### config.mk
export PLATFORM = sky130hd
export DESIGN_NAME = pinchg_irq
export DESIGN_NICKNAME = d
export VERILOG_FILES = /design/src/rtl/pinchg_pkg.sv /design/src/rtl/pinchg_sync.sv /design/src/rtl/pinchg_cmp.sv /design/src/rtl/pinchg_ctrl.sv /design/src/rtl/pinchg_irq.sv
export SDC_FILE = /design/constraint.sdc
export NUM_CORES = 1
export LEC_CHECK = 0
export BUFFER_PORTS_ARGS = -buffer_cell sky130_fd_sc_hd__buf_2
export CORE_UTILIZATION = 45
export DETAILED_ROUTE_END_ITERATION = 10
export HOLD_SLACK_MARGIN = 0.15
export PLACE_DENSITY_LB_ADDON = 0.05
export SYNTH_ARGS = -nofsm -noshare
export SYNTH_HDL_FRONTEND = slang
export SYNTH_SLANG_ARGS = --single-unit
### constraint.sdc
create_clock -name clk_i -period 1.43 [get_ports clk_i]
set_input_delay 0.2145 -clock clk_i [delete_from_list [all_inputs] [get_ports clk_i]]
set_output_delay 0.2145 -clock clk_i [all_outputs]
set_load 0.05 [all_outputs]
### src/rtl/pinchg_pkg.sv
package pinchg_pkg;
  typedef enum logic [1:0] {
    CLR_NONE = 2'd0,
    CLR_READ = 2'd1,
    CLR_STOP = 2'd2
  } clr_src_e;
endpackage

### src/rtl/pinchg_sync.sv
module pinchg_sync #(
  parameter int WIDTH  = 8,
  parameter int STAGES = 2
) (
  input  logic             clk_i,
  input  logic             rst_ni,
  input  logic [WIDTH-1:0] d_i,
  output logic [WIDTH-1:0] q_o
);
  logic [WIDTH-1:0] stage_q [STAGES];

  for (genvar g = 0; g < STAGES; g++) begin : g_stage
    always_ff @(posedge clk_i or negedge rst_ni) begin
      if (!rst_ni) begin
        stage_q[g] <= '0;
      end else if (g == 0) begin
        stage_q[g] <= d_i;
      end else begin
        stage_q[g] <= stage_q[(g == 0) ? 0 : g-1];
      end
    end
  end

  assign q_o = stage_q[STAGES-1];
endmodule

### src/rtl/pinchg_cmp.sv
module pinchg_cmp #(
  parameter int WIDTH = 8
) (
  input  logic [WIDTH-1:0] live_i,
  input  logic [WIDTH-1:0] snap_i,
  input  logic [WIDTH-1:0] dir_in_i,
  output logic             any_o
);
  logic [WIDTH-1:0] diff;

  for (genvar g = 0; g < WIDTH; g++) begin : g_bit
    assign diff[g] = dir_in_i[g] & (live_i[g] ^ snap_i[g]);
  end

  assign any_o = |diff;
endmodule

### src/rtl/pinchg_ctrl.sv
module pinchg_ctrl
  import pinchg_pkg::*;
#(
  parameter int WIDTH       = 8,
  parameter int INIT_CYCLES = 3
) (
  input  logic             clk_i,
  input  logic             rst_ni,
  input  logic [WIDTH-1:0] live_i,
  input  logic             any_i,
  input  logic             addr_match_i,
  input  logic             rd_ack_i,
  input  logic             stop_i,
  output logic [WIDTH-1:0] snap_o,
  output logic             irq_o,
  output logic             clr_o,
  output logic             init_done_o
);
  localparam int CW = $clog2(INIT_CYCLES + 1);
  localparam logic [CW-1:0] INIT_LOAD = CW'(INIT_CYCLES);

  clr_src_e         src;
  logic [WIDTH-1:0] snap_q;
  logic             irq_q;
  logic [CW-1:0]    cnt_q;

  always_comb begin
    src = CLR_NONE;
    if (addr_match_i && rd_ack_i)    src = CLR_READ;
    else if (addr_match_i && stop_i) src = CLR_STOP;
  end

  // snapshot tracks the pins until the synchronizer holds real data
  always_ff @(posedge clk_i or negedge rst_ni) begin
    if (!rst_ni) begin
      snap_q <= '0;
      irq_q  <= 1'b0;
      cnt_q  <= INIT_LOAD;
    end else if (cnt_q != '0) begin
      snap_q <= live_i;
      irq_q  <= 1'b0;
      cnt_q  <= cnt_q - 1'b1;
    end else if (src != CLR_NONE) begin
      snap_q <= live_i;
      irq_q  <= 1'b0;
    end else begin
      irq_q  <= any_i;
    end
  end

  assign snap_o      = snap_q;
  assign irq_o       = irq_q;
  assign clr_o       = (src != CLR_NONE);
  assign init_done_o = (cnt_q == '0);
endmodule

### src/rtl/pinchg_irq.sv
module pinchg_irq #(
  parameter int WIDTH       = 8,
  parameter int SYNC_STAGES = 2
) (
  input  logic             clk_i,
  input  logic             rst_ni,
  input  logic [WIDTH-1:0] pins_i,
  input  logic [WIDTH-1:0] dir_in_i,
  input  logic             addr_match_i,
  input  logic             rd_ack_i,
  input  logic             stop_i,
  output logic             irq_oe_o,
  output logic             irq_n_o
);
  localparam int INIT_CYCLES = SYNC_STAGES + 1;

  logic [WIDTH-1:0] live_w;
  logic [WIDTH-1:0] snap_w;
  logic             any_w;
  logic             irq_w;
  logic             clr_w;
  logic             init_done_w;

  pinchg_sync #(.WIDTH(WIDTH), .STAGES(SYNC_STAGES)) u_sync (
    .clk_i  (clk_i),
    .rst_ni (rst_ni),
    .d_i    (pins_i),
    .q_o    (live_w)
  );

  pinchg_cmp #(.WIDTH(WIDTH)) u_cmp (
    .live_i   (live_w),
    .snap_i   (snap_w),
    .dir_in_i (dir_in_i),
    .any_o    (any_w)
  );

  pinchg_ctrl #(.WIDTH(WIDTH), .INIT_CYCLES(INIT_CYCLES)) u_ctrl (
    .clk_i        (clk_i),
    .rst_ni       (rst_ni),
    .live_i       (live_w),
    .any_i        (any_w),
    .addr_match_i (addr_match_i),
    .rd_ack_i     (rd_ack_i),
    .stop_i       (stop_i),
    .snap_o       (snap_w),
    .irq_o        (irq_w),
    .clr_o        (clr_w),
    .init_done_o  (init_done_w)
  );

  assign irq_oe_o = irq_w;
  assign irq_n_o  = ~irq_w;
endmodule

==> out/metrics.cfg <==
[power_and_ir_drop]
p_int_mw = 1.02
pwr_density_cell_nw_per_um2 = 1110
power_frac_comb_pct = 13.7
leakagePower_nw = 0.565
p_seq_share_pct = 63.1
power_switching_uw = 326
ir_drop_mv = 0.746
power_frac_clock_pct = 23.2
sw_frac_of_total_pct = 24.2
p_total_mw = 1.35

[synth]
synth_area_sq_um = 938
synth_xor_area_share_pct = 8.40
synth_cell_types = 13
ys.flop_type = dfrtp_1
synth_area_per_cell_sq_um = 16.5
synth_cells = 57
synthTopCellsByCount = 25 x dfrtp_1, 8 x mux2_2, 8 x xor2_1
synth_compound_area_share_pct = 5.60
synth_seq_area_share_pct = 72.3
yosysWarnings = 0
synthArstFlopShare_pct = 100
synth_top_family_by_area = multiplexers
synth_most_common_cell = dfrtp_1
synth_area_leader_cell = dfrtp_1
synth_mux_area_share_pct = 9.60
synth-edff-count = 0
synth_adder_area_share_pct = 1.33
synth_nets = 79
ys_top_cells_by_area = dfrtp_1 67%, mux2_2 9.6%, xor2_1 7.5%
netlist.area_leader.share_pct = 66.7
synth-simple-area-share_pct = 1.60
ys_ff_latch = 27

[final_layout]
nFillCells = 178
drive_gt1_share_pct = 43.6
antenna_cells = 0
final_nets = 117
synthToLayoutAreaGrowth_pct = 29.6

[placement]
port_buffers = 22
routabilityCongestion = 0.634
detailed_place_hpwl_um = 849
pre_cts_ws_ns = 0.0241

[route]
drtIter0Drc = 4
drc = 0
wl_per_cell_um = 10.8
antenna_left = 0
firstDrtPassIters = 3
vias = 555
avgViaCountPerCell = 4.59
routed_wirelength_um = 1310

[grt]
antenna_found_initial = 0
grt_util_all_layers_pct = 12.9
grt_pass1_vias = 490
grt_pass1_wl_um = 1960
grt_max_degree = 28
overflow = 0

[clocking]
cts_tree = done
clk_latency_ns = 0.31
clkTransAtPathRegs_ns = 0.14
cts_buffer_depth = 2
numClockSinks = 27
postCtsSetupBuffers = 0
h-tree-depth = 1
root_buffer = clkbuf_4
numCtsBuffers = 3

[timing]
max_slew_margin_pct = 62.8
fin_setup_tns_ns = 0
rsz0062_at_grt = no
fmax_mhz = 737
setup_viol = 0
worst_slack_ns = 0.0724
whs_ns = 0.209
slew_violations = 0
worstMarginPinSlew_ns = 0.558
timing.final.crit_share_pct = 94.9
clock_skew_ns = 0.00800
period_needed_ns = 1.36
hold_viol_final = 0

[die]
die_h_um = 47.7
die_x_um = 47.7
io_pins = 23
die-area_sq_um = 2270
core.rowCount = 16
fp.coreArea_sq_um = 1960
start_util_pct = 47.8

[run]
maxCapViolCount = 0

[critical_path]
cp_max_fo = 4
cp-end-kind = flop
critPathLaunchType = flop
arrival_ns = 1.58
timing_worst_setup_path_type = reg -> reg
worstPathRequired_ns = 1.65

[hold_path]
holdCritPathClass = in -> reg

[status]
run_status = finished clean

[cells by family (layout without fill, tap and decap cells)]
group / count (synthesis) / in the layout
multiplexers: 8 / 8
adder cells (fa/ha/maj): 1 / 1
flip-flops: 27 / 27
AO/OA/AOI/OAI: 7 / 7
XOR/XNOR: 9 / 9
buffers and inverters: 3 / 39
AND/OR/NAND/NOR: 2 / 3
[state kept, by name (all words and copies together) (netlist names)]
name,count
u_ctrl.snap_o,8
u_sync.q_o,8
u_sync.stage_q,8
u_ctrl.cnt_q,2
u_ctrl.irq_o,1
[placed cells by master (no fill, tap or decap), types with 2 or more instances in the layout]
| master | count |
|---|---|
| inv_1 | 3 |
| xor2_1 | 8 |
| dfstp_2 | 2 |
| buf_2 | 22 |
| clkbuf_4 | 3 |
| dlygate4sd3_1 | 9 |
| mux2_2 | 8 |
| a22oi_1 | 4 |
| dfrtp_1 | 25 |
[routing by layer]
layer / GRT usage [%] / part of all wire (%) / up-vias
li1: - / - / 269
met1: 16.3 / 46 / 267
met2: 21.4 / 49 / 17
met3: 2.26 / 4.3 / 2
met4: 6.67 / 0.46 / 0
met5: 0 / 0 / -
[critical path: stages, from the launching register on]
cell and delay (ns):
dfstp_2 0.56, inv_1 0.04, ha_2 0.21, nand2_2 0.12, mux2_2 0.34
[timing repair]
item / in CTS / in global routing
hold endpoints to repair: 33 / 0
resized for setup: 0 / 1
endpoints found under the setup margin: 0 / 8
hold buffers: 9 / 0
[path summary, 6_finish.rpt]
path | slack [ns] | startpoint | to | depth (start not counted)
max in group asynchronous | 0.65 | rst_ni | u_ctrl.cnt_q[1]$_DFFE_PN1N_ | 2
min reg2reg | 0.36 | u_sync.stage_q[14]$_DFF_PN0_ | u_sync.q_o[6]$_DFF_PN0_ | 0
min | 0.21 | dir_in_i[0] | u_ctrl.irq_o$_DFF_PN0_ | 3
max reg2reg | 0.07 | u_ctrl.cnt_q[0]$_DFFE_PN1N_ | u_ctrl.snap_o[7]$_DFFE_PN0P_ | 4
max | 0.07 | u_ctrl.cnt_q[0]$_DFFE_PN1N_ | u_ctrl.snap_o[7]$_DFFE_PN0P_ | 4
min in group asynchronous | 0.40 | rst_ni | u_sync.stage_q[15]$_DFF_PN0_ | 2
[stage by stage]
stage | utilization [%] | cells | cell area [sq um]
CTS | 61.5 | 120 | 1210
global route | 62.0 | 121 | 1220
global placement | 55.5 | 107 | 1090
detailed placement | 55.5 | 107 | 1090
floorplan | - | 57 | 938
finish | 62.0 | 121 | 1220
[cell type report]
type	instances	area (sq um)	share of cell area, %
Clock buffer	3	22.5	1.85
Sequential cell	27	678	55.8
Tap cell	27	33.8	2.78
Timing Repair Buffer	32	208	17.1
Multi-Input combinational cell	28	258	21.2
Clock inverter	1	5.00	0.412
Inverter	3	11.3	0.926
[power by group through the flow]
stage                     sequential, mW  clock [mW]  combinational, mW
after floorplan                    0.874           0             0.0939
after global placement             0.864           0              0.167
after detailed placement           0.866           0              0.169
after CTS                          0.851       0.330              0.188
after global routing               0.859       0.363              0.205
final                              0.850       0.313              0.185
Note: power is estimated with default switching activity, not from simulation.
